--- config.mk ---
export PLATFORM = sky130hd
export DESIGN_NAME = xlat_window_match
export DESIGN_NICKNAME = d
export VERILOG_FILES = /design/src/rtl/xlat_pkg.sv /design/src/rtl/xlat_win_bank.sv /design/src/rtl/xlat_win_cmp.sv /design/src/rtl/xlat_prio_pick.sv /design/src/rtl/xlat_window_match.sv
export SDC_FILE = /design/constraint.sdc
export NUM_CORES = 1
export LEC_CHECK = 0
export ABC_CLOCK_PERIOD_IN_PS = 2600
export BUFFER_PORTS_ARGS = -buffer_cell sky130_fd_sc_hd__buf_2
export CAP_MARGIN = 20
export CORE_ASPECT_RATIO = 1.75
export CORE_UTILIZATION = 45
export CTS_CLUSTER_DIAMETER = 100
export CTS_CLUSTER_SIZE = 24
export DETAILED_ROUTE_END_ITERATION = 10
export SLEW_MARGIN = 20
export SYNTH_ARGS = -nofsm -noshare
export SYNTH_HDL_FRONTEND = slang
export SYNTH_SLANG_ARGS = --single-unit
export TNS_END_PERCENT = 30
--- constraint.sdc ---
create_clock -name clk -period 2.6 [get_ports clk]
set_clock_uncertainty 0.1 [all_clocks]
set_input_delay 0.13 -clock clk [delete_from_list [all_inputs] [get_ports clk]]
set_output_delay 0.13 -clock clk [all_outputs]
set_load 0.01 [all_outputs]
--- src/rtl/xlat_pkg.sv ---
package xlat_pkg;

   localparam int REQ_AW = 34;
   localparam int LOC_AW = 32;
   localparam int EXT_W  = REQ_AW - LOC_AW;
   localparam int GRAN_W = 3;

   typedef enum logic [1:0] {
      FLD_BASE = 2'd0,
      FLD_MASK = 2'd1,
      FLD_OFFS = 2'd2,
      FLD_CTRL = 2'd3
   } fld_e;

   typedef struct packed {
      logic                     en;
      logic [EXT_W-1:0]         xbase;
      logic [EXT_W-1:0]         xmask;
      logic [LOC_AW-1:GRAN_W]   base;
      logic [LOC_AW-1:GRAN_W]   mask;
      logic [LOC_AW-1:GRAN_W]   offs;
   } win_t;

endpackage

--- src/rtl/xlat_win_bank.sv ---
module xlat_win_bank
   import xlat_pkg::*;
#(
   parameter int NUM_WIN = 4,
   parameter int SEL_W   = 2
) (
   input  logic              clk,
   input  logic              rst_n,
   input  logic              cfg_wr,
   input  logic [SEL_W-1:0]  cfg_sel,
   input  logic [1:0]        cfg_fld,
   input  logic [LOC_AW-1:0] cfg_wdata,
   output logic [LOC_AW-1:0] cfg_rdata,
   output win_t              win_q [NUM_WIN]
);

   logic sel_ok;
   assign sel_ok = (32'(cfg_sel) < NUM_WIN);

   for (genvar w = 0; w < NUM_WIN; w++) begin : g_win
      win_t cur_q;
      always_ff @(posedge clk or negedge rst_n) begin
         if (!rst_n) begin
            cur_q <= '0;
         end else if (cfg_wr && cfg_sel == SEL_W'(w)) begin
            case (fld_e'(cfg_fld))
               FLD_BASE: cur_q.base <= cfg_wdata[LOC_AW-1:GRAN_W];
               FLD_MASK: cur_q.mask <= cfg_wdata[LOC_AW-1:GRAN_W];
               FLD_OFFS: cur_q.offs <= cfg_wdata[LOC_AW-1:GRAN_W];
               FLD_CTRL: begin
                  cur_q.en    <= cfg_wdata[0];
                  cur_q.xmask <= cfg_wdata[EXT_W:1];
                  cur_q.xbase <= cfg_wdata[2*EXT_W:EXT_W+1];
               end
            endcase
         end
      end
      assign win_q[w] = cur_q;
   end

   always_comb begin
      cfg_rdata = '0;
      if (sel_ok) begin
         case (fld_e'(cfg_fld))
            FLD_BASE: cfg_rdata = {win_q[cfg_sel].base, GRAN_W'(0)};
            FLD_MASK: cfg_rdata = {win_q[cfg_sel].mask, GRAN_W'(0)};
            FLD_OFFS: cfg_rdata = {win_q[cfg_sel].offs, GRAN_W'(0)};
            FLD_CTRL: cfg_rdata = LOC_AW'({win_q[cfg_sel].xbase,
                                           win_q[cfg_sel].xmask,
                                           win_q[cfg_sel].en});
         endcase
      end
   end

endmodule

--- src/rtl/xlat_win_cmp.sv ---
module xlat_win_cmp
   import xlat_pkg::*;
(
   input  win_t              win,
   input  logic [REQ_AW-1:0] addr,
   output logic              hit
);

   logic [REQ_AW-1:0] cmp_mask;
   logic [REQ_AW-1:0] cmp_base;

   assign cmp_mask = {win.xmask, win.mask, GRAN_W'(0)};
   assign cmp_base = {win.xbase, win.base, GRAN_W'(0)};
   assign hit      = win.en && ((addr & cmp_mask) == (cmp_base & cmp_mask));

endmodule

--- src/rtl/xlat_prio_pick.sv ---
module xlat_prio_pick #(
   parameter int NUM_WIN = 4,
   parameter int SEL_W   = 2
) (
   input  logic [NUM_WIN-1:0] req,
   output logic               any,
   output logic [SEL_W-1:0]   idx
);

   assign any = |req;

   if (NUM_WIN == 1) begin : g_single
      assign idx = '0;
   end else begin : g_multi
      always_comb begin
         idx = '0;
         for (int i = NUM_WIN - 1; i >= 0; i--) begin
            if (req[i]) idx = SEL_W'(i);
         end
      end
   end

endmodule

--- src/rtl/xlat_window_match.sv ---
module xlat_window_match
   import xlat_pkg::*;
#(
   parameter  int NUM_WIN = 4,
   localparam int SEL_W   = (NUM_WIN > 1) ? $clog2(NUM_WIN) : 1
) (
   input  logic              clk,
   input  logic              rst_n,
   input  logic              cfg_wr,
   input  logic [SEL_W-1:0]  cfg_sel,
   input  logic [1:0]        cfg_fld,
   input  logic [31:0]       cfg_wdata,
   output logic [31:0]       cfg_rdata,
   input  logic              lk_valid,
   input  logic [33:0]       lk_addr,
   input  logic              lk_dp32,
   input  logic              lk_wdptr,
   input  logic [3:0]        lk_size,
   output logic              res_valid,
   output logic              res_hit,
   output logic              res_err,
   output logic [SEL_W-1:0]  res_win,
   output logic [31:0]       res_addr
);

   if (NUM_WIN < 1 || NUM_WIN > 16) begin : g_bad_num_win
      $error("xlat_window_match: NUM_WIN must lie in 1..16");
   end

   win_t               win_q [NUM_WIN];
   logic [NUM_WIN-1:0] hit_vec;
   logic               any_hit;
   logic [SEL_W-1:0]   pick;
   logic [LOC_AW-1:GRAN_W] sel_mask;
   logic [LOC_AW-1:GRAN_W] sel_offs;
   logic               word_hi;
   logic [LOC_AW-1:0]  xl_addr;
   logic               take;

   xlat_win_bank #(.NUM_WIN(NUM_WIN), .SEL_W(SEL_W)) u_bank (
      .clk       (clk),
      .rst_n     (rst_n),
      .cfg_wr    (cfg_wr),
      .cfg_sel   (cfg_sel),
      .cfg_fld   (cfg_fld),
      .cfg_wdata (cfg_wdata),
      .cfg_rdata (cfg_rdata),
      .win_q     (win_q)
   );

   for (genvar w = 0; w < NUM_WIN; w++) begin : g_cmp
      xlat_win_cmp u_cmp (
         .win  (win_q[w]),
         .addr (lk_addr),
         .hit  (hit_vec[w])
      );

      // a disabled window must not report a match
      a_r3_off_no_hit: assert property (@(posedge clk) disable iff (!rst_n)
         !win_q[w].en |-> !hit_vec[w]);
   end

   xlat_prio_pick #(.NUM_WIN(NUM_WIN), .SEL_W(SEL_W)) u_pick (
      .req (hit_vec),
      .any (any_hit),
      .idx (pick)
   );

   logic [NUM_WIN-1:0] below_pick;
   assign below_pick = (NUM_WIN'(1) << pick) - NUM_WIN'(1);

   // chosen window really matched, and no lower one did
   a_r5_pick_matches: assert property (@(posedge clk) disable iff (!rst_n)
      any_hit |-> hit_vec[pick]);
   a_r5_no_lower_hit: assert property (@(posedge clk) disable iff (!rst_n)
      any_hit |-> ((hit_vec & below_pick) == '0));

   assign sel_mask = win_q[pick].mask;
   assign sel_offs = win_q[pick].offs;
   assign word_hi  = lk_dp32 && (lk_size <= 4'd4) && lk_wdptr;
   assign xl_addr  = {(sel_offs & sel_mask) | (lk_addr[LOC_AW-1:GRAN_W] & ~sel_mask),
                      word_hi, 2'b00};
   assign take     = lk_valid && any_hit;

   always_ff @(posedge clk or negedge rst_n) begin
      if (!rst_n) begin
         res_valid <= 1'b0;
         res_hit   <= 1'b0;
         res_err   <= 1'b0;
         res_win   <= '0;
         res_addr  <= '0;
      end else begin
         res_valid <= lk_valid;
         res_hit   <= take;
         res_err   <= lk_valid && !any_hit;
         res_win   <= take ? pick : '0;
         res_addr  <= take ? xl_addr : '0;
      end
   end

   // result timing and flag exclusivity
   a_r10_hit_err_excl: assert property (@(posedge clk) disable iff (!rst_n)
      !(res_hit && res_err));
   a_r10_valid_next: assert property (@(posedge clk) disable iff (!rst_n)
      lk_valid |=> res_valid);
   a_r10_idle_next: assert property (@(posedge clk) disable iff (!rst_n)
      !lk_valid |=> (!res_valid && !res_hit && !res_err));

   // a miss carries no address and no window number
   a_r9_miss_quiet: assert property (@(posedge clk) disable iff (!rst_n)
      res_err |-> (res_addr == '0 && res_win == '0));

endmodule

; ---- Word-level counts from Yosys, hierarchy flattened
; Cells that the tools add are included.
[op_classes]
muxes = 13
n_reduce_logical = 32
bitwise_logic = 14
n_eq_ne = 10
n_lt_le_gt_ge = 3
[ops]
columns = operator, n
row1 = binary-select mux 92 bit (select 2 bit), 2
row2 = AND 34 bit, 8
row3 = 2-to-1 mux 92 bit, 2
row4 = == test 34 bit, 4
row5 = case mux 32 bit (4 select lines), 1
row6 = 2-to-1 mux 58 bit, 2
row7 = AND 29 bit, 2
row8 = 2-to-1 mux 32 bit, 1
row9 = AND reduction 2 bit, 16
row10 = inverter 29 bit, 1
row11 = bitwise OR 29 bit, 1
row12 = logical AND 1 bit, 12
row13 = 2-to-1 mux 2 bit, 5
row14 = == test 2 bit (second input constant), 4
row15 = greater-or-equal comparator 3 bit (second input constant), 2
row16 = inverter 2 -> 3 bit, 2
row17 = == test 2 x 1 -> 1 bit (second input constant), 2
row18 = less-or-equal comparator 4 x 3 -> 1 bit (second input constant), 1
row19 = logical NOT 2 bit, 2
row20 = OR reduction 4 bit, 1
row21 = logical NOT 1 bit, 1
[totals]
out_inout_bits = 69
ff_bits = 405
input_bits = 80
word_cells = 101

; ---- Longest topological paths before layout
; Gate-level depths: netlist of run 1.
[logic_depth]
ltp_word = 15
ltp_mapped = 10
ltp_nobuf = 8

; ---- Hierarchy
; From an unflattened synthesis of run 1, not the netlist that was laid out.
[unflattened]
cells_unflattened = 1468
area_unflattened_um2 = 21189.1
[modules_own_cells]
columns = module, seq_area_each_um2, cells_each, area_per_inst_um2, n_inst
row1 = xlat_win_bank, 9208.8, 1044, 16495.8, 1
row2 = xlat_window_match, 875.8, 213, 2886.5, 1
row3 = xlat_win_cmp, 0.0, 51, 442.9, 4
row4 = xlat_prio_pick, 0.0, 7, 35.0, 1

; ---- Least setup slack after synthesis of run 1
; No wires, ideal clock.
[synth_path]
path_kind = reg2reg
startpoint = register u_bank.g_win[2].cur_q (netlist bit u_bank.win_q[177])
endpoint = register res_addr[14]
setup_slack_ns = 0.347
period_less_slack_ns = 2.253
t_arrival_ns = 2.018
path_buffers = 1
setup_ns = 0.136
path_stages_with_launch = 9
path_cell_list = dfrtp_1 -> xor2_1 -> a22oi_1 -> nand4_1 -> or4_4 -> a21o_1 -> buf_6 -> a221oi_1 -> o32ai_1
[synth_between]
elab_chain_len = 14
elab_cells_between_ends = 17
[synth_rtl]
columns = item, line
row1 = "start, declared", xlat_win_bank.sv:21  ; win_t cur_q;
row2 = AND 34 bit (*), xlat_win_cmp.sv:14  ; assign hit = win.en && ((addr & cmp_mask) == (cmp_base & cmp_mask));
row3 = == test 34 bit (*), xlat_win_cmp.sv:14
row4 = logical AND 1 bit (*), xlat_win_cmp.sv:14
row5 = 2-to-1 mux 2 bit (3 in a row), xlat_prio_pick.sv:18  ; if (req[i]) idx = SEL_W'(i);
row6 = inverter 2 -> 3 bit (not written as such), "xlat_window_match.sv:78, xlat_window_match.sv:79"
row7 = binary-select mux 92 bit (select 2 bit), "xlat_window_match.sv:78, xlat_window_match.sv:79"
row8 = 2-to-1 mux 58 bit (not written as such) (2 in a row), xlat_window_match.sv:79  ; assign sel_offs = win_q[pick].offs;
row9 = inverter 29 bit, xlat_window_match.sv:81  ; assign xl_addr = {(sel_offs & sel_mask) | (lk_addr[LOC_AW-1:GRAN_W] & ~sel_mask),
row10 = AND 29 bit, xlat_window_match.sv:81
row11 = bitwise OR 29 bit, xlat_window_match.sv:81
row12 = 2-to-1 mux 32 bit (*), xlat_window_match.sv:97  ; res_addr <= take ? xl_addr : '0;
row13 = "end signal, assigned", xlat_window_match.sv:97
row14 = "end, declared", xlat_window_match.sv:23  ; output logic [31:0] res_addr
; Every way passes the cells marked *; elsewhere a longest branch is shown, timed or not. The select of a mux whose other input is x is not followed.
; A chain may end at the register's enable or synchronous reset.

; ---- Final worst setup path of run 1
[layout_path]
startpoint = register u_bank.g_win[2].cur_q (netlist bit u_bank.win_q[168])
endpoint = register res_addr[17]
; The elaborated chain is that of the path after synthesis.

==> results of run 1 <==
## worst reg2reg max path, stage by stage, from the launching register on
cell and delay [ps]:
dfrtp_1 420, xor2_1 160, a22oi_1 210, buf_4 160
nand4_1 170, or4_4 570, nor2b_4 160, nand3b_4 200
buf_6 190, o32ai_1 310
## logic make-up after synthesis
family / share of synthesized area
and+or+nand+nor: 0.0266
other: 0.000174
muxes: 0.350
AOI/OAI and AO/OA: 0.0660
buffers and inverters: 0.0383
DFF: 0.468
xor gates and xnor gates: 0.0504
## metrics by stage
stage / utilization / instance area, um2 / instances / TNS, ps / worst slack [ps]
CTS: 0.548 / 25800 / 2495 / -1900 / -110
detailed placement: 0.525 / 24700 / 2431 / -9580 / -408
finish: 0.549 / 25800 / 2496 / -2920 / -157
global placement: 0.525 / 24700 / 2431 / -7720 / -339
floorplan: - / 21600 / 1582 / 0 / 347
global route: 0.549 / 25800 / 2496 / -5750 / -309
## power by group through the flow
| stage | clock [W] | combinational (W) | sequential, W |
|---|---|---|---|
| after floorplan | 0 | 0.00340 | 0.00863 |
| after global placement | 0 | 0.00582 | 0.00893 |
| after detailed placement | 0 | 0.00592 | 0.00899 |
| after CTS | 0.00360 | 0.00602 | 0.00888 |
| after global routing | 0.00380 | 0.00646 | 0.00905 |
| final | 0.00352 | 0.00607 | 0.00890 |
## sequential cells by signal (all words and copies together), names as in the netlist
name,cells
res_addr,30
res_err,1
res_hit,1
res_valid,1
res_win,2
u_bank.win_q,368
## area by class of cell
cell class / instances / area (um2) / share of cell area
Clock buffer: 21 / 526 / 0.0203
Clock inverter: 1 / 7.51 / 0.000291
Multi-Input combinational cell: 997 / 10900 / 0.421
Tap cell: 588 / 736 / 0.0285
Sequential cell: 403 / 10100 / 0.390
Timing Repair Buffer: 455 / 3490 / 0.135
Inverter: 31 / 129 / 0.00499
## Yosys cell counts (4+ instances only)
cell type | number | share of area
mux4_2 | 94 | 0.098
inv_1 | 30 | 0.0052
o21ai_0 | 23 | 0.0053
nand3_1 | 23 | 0.0053
clkbuf_1 | 75 | 0.013
mux2i_1 | 129 | 0.060
a32o_1 | 22 | 0.010
nand4_1 | 16 | 0.0046
buf_4 | 4 | 0.0014
nand2b_1 | 6 | 0.0017
buf_1 | 24 | 0.0042
a22oi_1 | 60 | 0.021
buf_2 | 37 | 0.0086
nor2b_1 | 18 | 0.0052
mux2_2 | 368 | 0.19
o22a_1 | 7 | 0.0028
xor2_1 | 124 | 0.050
a21boi_0 | 4 | 0.0014
o32ai_1 | 7 | 0.0028
nor2_1 | 12 | 0.0021
buf_6 | 10 | 0.0052
o22ai_1 | 49 | 0.014
a221oi_2 | 5 | 0.0035
dfrtp_1 | 403 | 0.47
a2111oi_0 | 7 | 0.0028
## routing by layer
| metal | up-vias | wire length (um) | part of all wire | GRT usage |
|---|---|---|---|---|
| li1 | 6546 | - | - | - |
| met5 | - | 32 | 0.00043 | 0 |
| met4 | 6 | 3950 | 0.053 | 0.153 |
| met3 | 176 | 3880 | 0.052 | 0.0449 |
| met1 | 8166 | 28500 | 0.38 | 0.373 |
| met2 | 535 | 38100 | 0.51 | 0.542 |
## placed cells by master, fill, tap and decap left out, types with 29 or more instances in the layout
cell	n
buf_2	140
dlygate4sd3_1	36
buf_4	246
a22oi_1	54
mux2i_1	129
inv_1	29
o22ai_1	48
dfrtp_1	403
mux4_2	94
mux2_2	368
xor2_1	123
## worst max path at each step
stage	slack (ps)	endpoint	startpoint	cells after the start
after floorplan	350	res_addr[14]$_DFF_PN0_	u_bank.win_q[177]$_DFFE_PN0P_	8
final	-160	res_addr[17]$_DFF_PN0_	u_bank.win_q[168]$_DFFE_PN0P_	9
after detailed placement	-410	res_addr[23]$_DFF_PN0_	u_bank.win_q[165]$_DFFE_PN0P_	10
after CTS	-110	res_addr[14]$_DFF_PN0_	u_bank.win_q[89]$_DFFE_PN0P_	11
after global routing	-310	res_addr[31]$_DFF_PN0_	u_bank.win_q[89]$_DFFE_PN0P_	11
after global placement	-340	res_addr[23]$_DFF_PN0_	u_bank.win_q[181]$_DFFE_PN0P_	11
## repair_timing
action / 4_1_cts / 5_1_grt
setup buffers: 8 / 0
resized for setup: 34 / 15
pin swaps: 11 / 15
endpoints found under the hold margin: 691 / 1
setup endpoints to repair: 33 / 32
hold buffers: 35 / 1
==> metrics, run 1 <==
CP max-delay cell or4_4; failing checks setup timing; total track usage 0.310; # DRC 0; critical path required time 2940 ps; worst-path fanout max 4; CP max stage delay approximately 570 ps; sequential share of the synthesized area 0.468; R2R Path Start u_bank.win_q[168]$_DFFE_PN0P_; clk root buf clkbuf_16; IO buf count around 140; CP top delay family simple AND/OR/NAND/NOR gates; #FFs+latches synth 403; CTS max path bufs 3; critical path class flop to flop; I/O pin count 149; largest net degree at the start of global routing between 60 and 70; syn_area_per_cell 13.6 um2; Worst Tran Pin Value 737 ps; ant diodes 0; Max VDD drop 0.497 mV; synth warn 0; Leak Pwr roughly 12 nW; P_int around 0.012 W; Netlist cell types between 40 and 50; Worst setup EP type flop; Clk Latency, worst-skew pair approximately 570 ps; Core Box Area about 47000 um2; Final Cycle Share 1.06; Die Footprint just under 50000 um2; final critical-path required period about 2800 ps; Design Power 0.0185 W; first-pass iteration count of the detailed router 5; worst hold path class primary input to asynchronous set/reset pin; post-route worst setup slack -157 ps; Flop pwr share 0.481; R2R Setup Slk -160 ps; GP Congestion around 0.9; nets@finish 1988; ys async rst share 1.00; max-cap violations 0; Area Overhead vs Synth 19.9%; total CTS buffers 20; Comb power frac 0.328; relative slew slack 0.508; vias 15400; pwr/cell area just over 700 nW/um2; initial antenna violation count 4; Die W about 170 um; Syn Std Cell Area between 20000 and 25000 um2; Clock Pin Slew Worst Setup and Hold Paths approximately 100 ps; TritonCTS Sinks between 400 and 500; first-pass GRT wire length between 100 and 150 mm; WP buf/inv 2; Die H between 200 and 300 um; initial drt markers 1005; CP Launch Type flop; Routed Antenna Nets 0; grt ovf 0; H-tree levels 1; Initial Util 0.458; vias in the first global route 16700; CTS tree yes; Fin Hold WS roughly 8 ps; # fillers just over 4000; worst path cell trace xor2_1 > a22oi_1 > buf_4 > nand4_1 > or4_4 > nor2b_4 > nand3b_4 > buf_6 > o32ai_1; Post-synth EDFFs 0; fraction of layout cells with a size suffix above 1 0.499; outcome finished, violations left; Clock power frac 0.190; Max Freq 363 MHz; endpoints failing setup 29; fin. max-slew vios 0; row cnt roughly 110; FF-to-FF path depth 9; DP HPWL slightly above 50 mm; Routed Wire Length roughly 75 mm; FF-to-FF End res_addr[17]$_DFF_PN0_; Sw Share 0.325; Routed WL per cell between 20 and 30 um; cells after synthesis between 1500 and 2000; net switching power figure 0.00600 W; Synth Flop Type dfrtp_1; Hold Fails Final Rpt 0; RSZ-0062 raised after global routing yes; DR vias/cell slightly above 6; Critical Path AT approximately 3100 ps
Note: power is estimated with default switching activity, not from simulation.
==> run 2: changes to the inputs <==
Settings changed: ABC_AREA set to 1, PLACE_DENSITY set to 0.69.
==> run 2 against run 1 <==
Compared with the run above: the flow now finishes without violations; largest cell class is now registers; highest routed layer unchanged; sequential power decreased by 1%; area after synthesis is 3.1% lower; setup slack improved by 320 ps; utilization fell by 2.7 points; clock power about the same; hold slack improved by 7.4 ps; die area decreased by 3.1%.
==> metrics, run 2 <==
outcome finished, final reports clean; fin. max-slew vios 0 (unchanged); total CTS buffers 20 (unchanged); Routed Antenna Nets 0 (unchanged); Routed Wire Length 80.1 mm (+7.5%); largest net degree at the start of global routing 89 (+29%); synth cell count leaders nand2_1, dfrtp_1, o21ai_0, a21oi_1, nor2_1; Syn Std Cell Area 20900 um2 (-3.1%); Finished Cell Area 24000 um2 (-7.2%); most frequent cells in the layout nand2_1, dfrtp_1, o21ai_0; initial drt markers 2107 (+110%); DP HPWL 54.1 mm (+4.3%); R2R Path Start u_bank.win_q[254]$_DFFE_PN0P_; endpoints failing setup 0 (-100%); ys async rst share 1.00 (unchanged); vias in the first global route 20500 (+22%); nets@finish 2978 (+50%); CP max stage delay 470 ps (-100 ps); Die Footprint 47300 um2 (-3.1%); critical path required time 2980 ps (+40 ps); R2R Setup Slk 170 ps (+320 ps); fin util 0.522 (-0.0272); synth top area cells dfrtp_1, nand2_1, o21ai_0, a21oi_1, nor2_1; Worst Tran Pin Value 1090 ps (+352 ps); first-pass GRT wire length 121 mm (+9.2%); worst hold path class primary input to asynchronous set/reset pin; CTS tree yes; CTS max path bufs 3 (unchanged); WP buf/inv 2 (unchanged); largest area contributor in the netlist dfrtp_1; fraction of layout cells with a size suffix above 1 0.115 (-0.384); TritonCTS Sinks 403 (unchanged); Hold Fails Final Rpt 0 (unchanged); clk root buf clkbuf_16; Initial Util 0.455 (-0.00356); CP top delay family simple AND/OR/NAND/NOR gates; Worst Setup SP u_bank.win_q[254]$_DFFE_PN0P_; most numerous cell on the critical path nand2_1; synth warn 0 (unchanged); Post-CTS Setup Inserts 0 (-8); I/O pin count 149 (unchanged); pwr/cell area 702 nW/um2 (-1.9%); Die W 165 um (-1.5%); Final Cycle Share 0.936 (-0.124); vias 21300 (+38%); FF-to-FF path depth 13 (+4); #FFs+latches synth 403 (unchanged); FF-to-FF End res_addr[21]$_DFF_PN0_; Area Overhead vs Synth 14.9%; critical path class flop to flop; # DRC 0 (unchanged); Worst setup EP type flop; relative slew slack 0.273 (-0.235); Fin Hold WS 15.3 ps (+7.36 ps); Core Box Area 45900 um2 (-2.3%); row cnt 104 (-0.95%); GP Congestion 0.966 (+7.3%); TNS Setup 0 ps (+2920 ps); Max VDD drop 0.387 mV (-22%); sequential share of the synthesized area 0.483 (+0.0149); Routed WL per cell 23.0 um (-23%); final critical-path required period 2430 ps (-323 ps); Post-synth EDFFs 0 (unchanged); Max Freq 411 MHz (+13%); Synth Flop Type dfrtp_1; H-tree levels 1 (unchanged); Die H 287 um (-1.5%); Clk Latency, worst-skew pair 570 ps (about the same); max-cap violations 0 (unchanged); Leak Pwr 11.3 nW (-2.4%); initial antenna violation count 5 (+1); Critical Path AT 2810 ps (-280 ps); worst-path fanout max 18 (+14); CP max-delay cell o21ai_0; worst path cell trace o21ai_0 > nand2_1 > nor2_1 > nand2_1 > nor2_1 > nand2_1 > nand2_2 > nand2_2 > buf_12 > buf_12 > nand2_1 > nand3_1 > a21oi_1; Clock Pin Slew Worst Setup and Hold Paths 100 ps (about the same); Post-DP Area 23100 um2 (-6.6%); most common cell after layout, fill and taps aside nand2_1; grt ovf 0 (unchanged); CP Launch Type flop; Netlist cell types 33 (-23%); first-pass iteration count of the detailed router 8 (+3); IO buf count 143 (unchanged); max reg flops 368 (unchanged); CP Depth 13 (+4); DR vias/cell 6.12 (-1.0%); cells after synthesis 2740 (+73%); most common cell in the netlist nand2_1; total track usage 0.342 (+0.0313); top-area cell type share of the netlist area 0.483 (+0.0149); syn_area_per_cell 7.62 um2 (-44%)
[run 2: cell count changes after synthesis, moves of 170 or more]
cell and change:
nand2_1 +564, nand3_1 +170, a21oi_1 +320, mux2_2 -368
nor2_1 +298, o21ai_0 +331
[run 2: worst max-delay path by stage]
stage | to | slack, ps
6_report | res_addr[21]$_DFF_PN0_ | 170
4_1_cts | res_addr[14]$_DFF_PN0_ | 40
3_3_place_gp | res_addr[17]$_DFF_PN0_ | 110
3_5_place_dp | res_addr[17]$_DFF_PN0_ | 50
2_1_floorplan | res_addr[14]$_DFF_PN0_ | 770
5_1_grt | res_addr[21]$_DFF_PN0_ | -2
[run 2: logic make-up after synthesis]
logic type | count (synthesis) | share of synthesized area
buffers and inverters | 374 | 0.0708
and+or+nand+nor | 1081 | 0.207
other | 1 | 0.000180
muxes | 8 | 0.00384
AOI/OAI and AO/OA | 873 | 0.235
DFF | 403 | 0.483
[run 2: cell type report]
class                      count  area (um2)
fill                        4418       21900
sequential                   403       10100
multi-input combinational   1964        9430
timing repair buffer         291        2380
inverter                     218         818
tap                          583         729
clock buffer                  21         526
antenna                        5        12.5
clock inverter                 1        7.51
[run 2: worst register-to-register path: stages, from the launching register on]
cell     delay (ps)
dfrtp_1         410
o21ai_0         470
nand2_1         100
nor2_1          120
nand2_1          70
nor2_1           80
nand2_1         130
nand2_2         140
nand2_2          90
buf_12          180
buf_12          150
nand2_1          50
nand3_1          60
a21oi_1         210
[run 2: what timing repair did]
action | 4_1_cts | 5_1_grt
endpoints found under the setup margin | 0 | 22
hold endpoints to repair | 693 | 0
hold buffers | 36 | 0
resized for setup | 0 | 11
[run 2: where the power goes]
group / switching, W / leakage (nW) / internal, W
combinational: 0.00279 / 6.10 / 0.00175
clock: 0.00207 / 0.259 / 0.00145
sequential: 0.00125 / 4.97 / 0.00753
total: 0.00610 / 11.3 / 0.0107
[run 2: layer usage]
metal	share of wire	track usage	vias to the layer above
met5	0.00024	0	-
met4	0.089	0.253	4
met3	0.10	0.0642	413
met2	0.45	0.536	1340
met1	0.35	0.416	10000
li1	-	-	9560
[run 2: through the flow]
stage	power (W)	worst slack, ps	cells
after floorplan	0.0113	767	2741
after global placement	0.0131	108	3423
after detailed placement	0.0133	55.0	3423
after CTS	0.0168	35.3	3481
after global routing	0.0178	-1.80	3484
final	0.0168	166	3486
==> run 3: changes to the inputs <==
Settings changed: PLACE_DENSITY 0.69 to 0.68.
==> run 3 against run 2 <==
Compared with the run above: die area is the same; critical path depth shrank 2; clock-buffer cell count is the same; final cell count shrank 0.26%; wire length shrank 1.0%; maximum frequency shrank 2.4%.
==> metrics, run 3 (synthesized netlist as in run 2, its figures left out) <==
initial drt markers 2227 (+5.7%); DR vias/cell 6.04 (-1.3%); Critical Path AT 2860 ps (+50 ps); DP HPWL 54.0 mm (about the same); most common cell after layout, fill and taps aside nand2_1; CTS tree yes; I/O pin count 149 (unchanged); Die W 165 um (unchanged); most frequent cells in the layout nand2_1, dfrtp_1, o21ai_0; first-pass iteration count of the detailed router 8 (unchanged); critical path required time 2970 ps (about the same); Initial Util 0.455 (unchanged); fin. max-slew vios 0 (unchanged); Hold Fails Final Rpt 0 (unchanged); R2R Path Start u_bank.win_q[337]$_DFFE_PN0P_; Leak Pwr 11.3 nW (-0.57%); clk root buf clkbuf_16; Worst Setup SP u_bank.win_q[337]$_DFFE_PN0P_; largest net degree at the start of global routing 76 (-15%); fraction of layout cells with a size suffix above 1 0.111 (-0.00456); Routed WL per cell 22.8 um (-0.79%); Finished Cell Area 23900 um2 (-0.56%); nets@finish 2971 (-0.24%); Final Cycle Share 0.959 (+0.0232); critical path class flop to flop; worst hold path class primary input to asynchronous set/reset pin; final critical-path required period 2490 ps (+60.2 ps); Routed Wire Length 79.2 mm (-1.0%); row cnt 104 (unchanged); outcome finished, final reports clean; H-tree levels 1 (unchanged); grt ovf 0 (unchanged); worst-path fanout max 16 (-2); Clock Pin Slew Worst Setup and Hold Paths 100 ps (about the same); GP Congestion 1.00 (+3.9%); Post-DP Area 22900 um2 (-0.53%); pwr/cell area 705 nW/um2 (+0.40%); IO buf count 143 (unchanged); Worst setup EP type flop; Die H 287 um (unchanged); endpoints failing setup 0 (unchanged); Routed Antenna Nets 0 (unchanged); Max VDD drop 0.445 mV (+15%); TritonCTS Sinks 403 (unchanged); CTS max path bufs 3 (unchanged); max-cap violations 0 (unchanged); Worst Tran Pin Value 762 ps (-327 ps); Area Overhead vs Synth 14.2%; first-pass GRT wire length 120 mm (-1.1%); RSZ-0062 raised after global routing no; initial antenna violation count 4 (-1); TNS Setup 0 ps (unchanged); Die Footprint 47300 um2 (unchanged); Max Freq 401 MHz (-2.4%); total track usage 0.338 (-0.00367); vias 21000 (-1.5%); Core Box Area 45900 um2 (unchanged); vias in the first global route 20100 (-1.8%); total CTS buffers 20 (unchanged); Post-CTS Setup Inserts 0 (unchanged); CP Launch Type flop; Clk Latency, worst-skew pair 560 ps (about the same); # DRC 0 (unchanged); relative slew slack 0.491 (+0.219); max reg flops 368 (unchanged)
run 3: changes by cell type in the layout (fill, tap and decap cells not counted), sizes merged:
| cell | delta |
|---|---|
| diode | -2 |
| dlygate4sd3 | +1 |
| buf | -8 |
run 3: report_power, final:
part / switching, W / leakage (nW) / internal [W] / total [W]
clock network: 0.00207 / 0.259 / 0.00145 / 0.00352
registers: 0.00124 / 4.97 / 0.00753 / 0.00878
logic: 0.00276 / 6.04 / 0.00175 / 0.00451
total: 0.00607 / 11.3 / 0.0107 / 0.0168
run 3: critical path: stages (launching register included):
cell and delay [ps]:
dfrtp_1 420, o21ai_1 390, o21ai_0 160, buf_4 150, nor2_1 100, nand2_1 60, nor2_1 130, nand2_2 130
nand2_1 220, o21ai_4 100, buf_4 240, a21oi_1 200
run 3: timing repair:
action / 4_1_cts / 5_1_grt
hold buffers: 37 / 0
setup endpoints to repair: 2 / 14
pin swaps: 0 / 1
endpoints found under the hold margin: 519 / 0
gates resized for setup: 1 / 2
run 3: area by class of cell:
class / count / area, um2
clock buffer: 21 / 526
inverter: 218 / 818
timing repair buffer: 284 / 2260
clock inverter: 1 / 7.51
sequential: 403 / 10100
multi-input combinational: 1964 / 9410
fill: 4415 / 22100
antenna: 3 / 7.51
tap: 583 / 729
run 3: final timing paths:
path,depth (start not counted),slack (ps),endpoint
worst min register to register,2,400,u_bank.win_q[343]$_DFFE_PN0P_
worst max-delay path,11,110,res_addr[19]$_DFF_PN0_
max in group asynchronous,3,1390,u_bank.win_q[258]$_DFFE_PN0P_
min in group clk,5,40,res_addr[11]$_DFF_PN0_
worst max register to register,11,110,res_addr[19]$_DFF_PN0_
worst min-delay path,2,30,res_addr[14]$_DFF_PN0_
run 3: metal layers:
layer	part of all wire	GRT usage	up-vias	wire length, um
li1	-	-	9526	-
met1	0.36	0.411	9937	28700
met2	0.48	0.555	1185	37700
met3	0.086	0.0499	349	6850
met4	0.075	0.220	4	5960
met5	0.00030	0	-	24
run 3: metrics by stage:
stage | setup slack [ps] | instances | hold WS, ps | total power (W) | utilization
after floorplan | 767 | 2741 | -266 | 0.0113 | -
after global placement | 41.2 | 3415 | 56.3 | 0.0131 | 0.499
after detailed placement | 19.2 | 3415 | 58.6 | 0.0132 | 0.499
after CTS | 65.1 | 3474 | 9.39 | 0.0168 | 0.519
after global routing | 7.14 | 3476 | 67.6 | 0.0177 | 0.519
final | 106 | 3477 | 25.5 | 0.0168 | 0.519
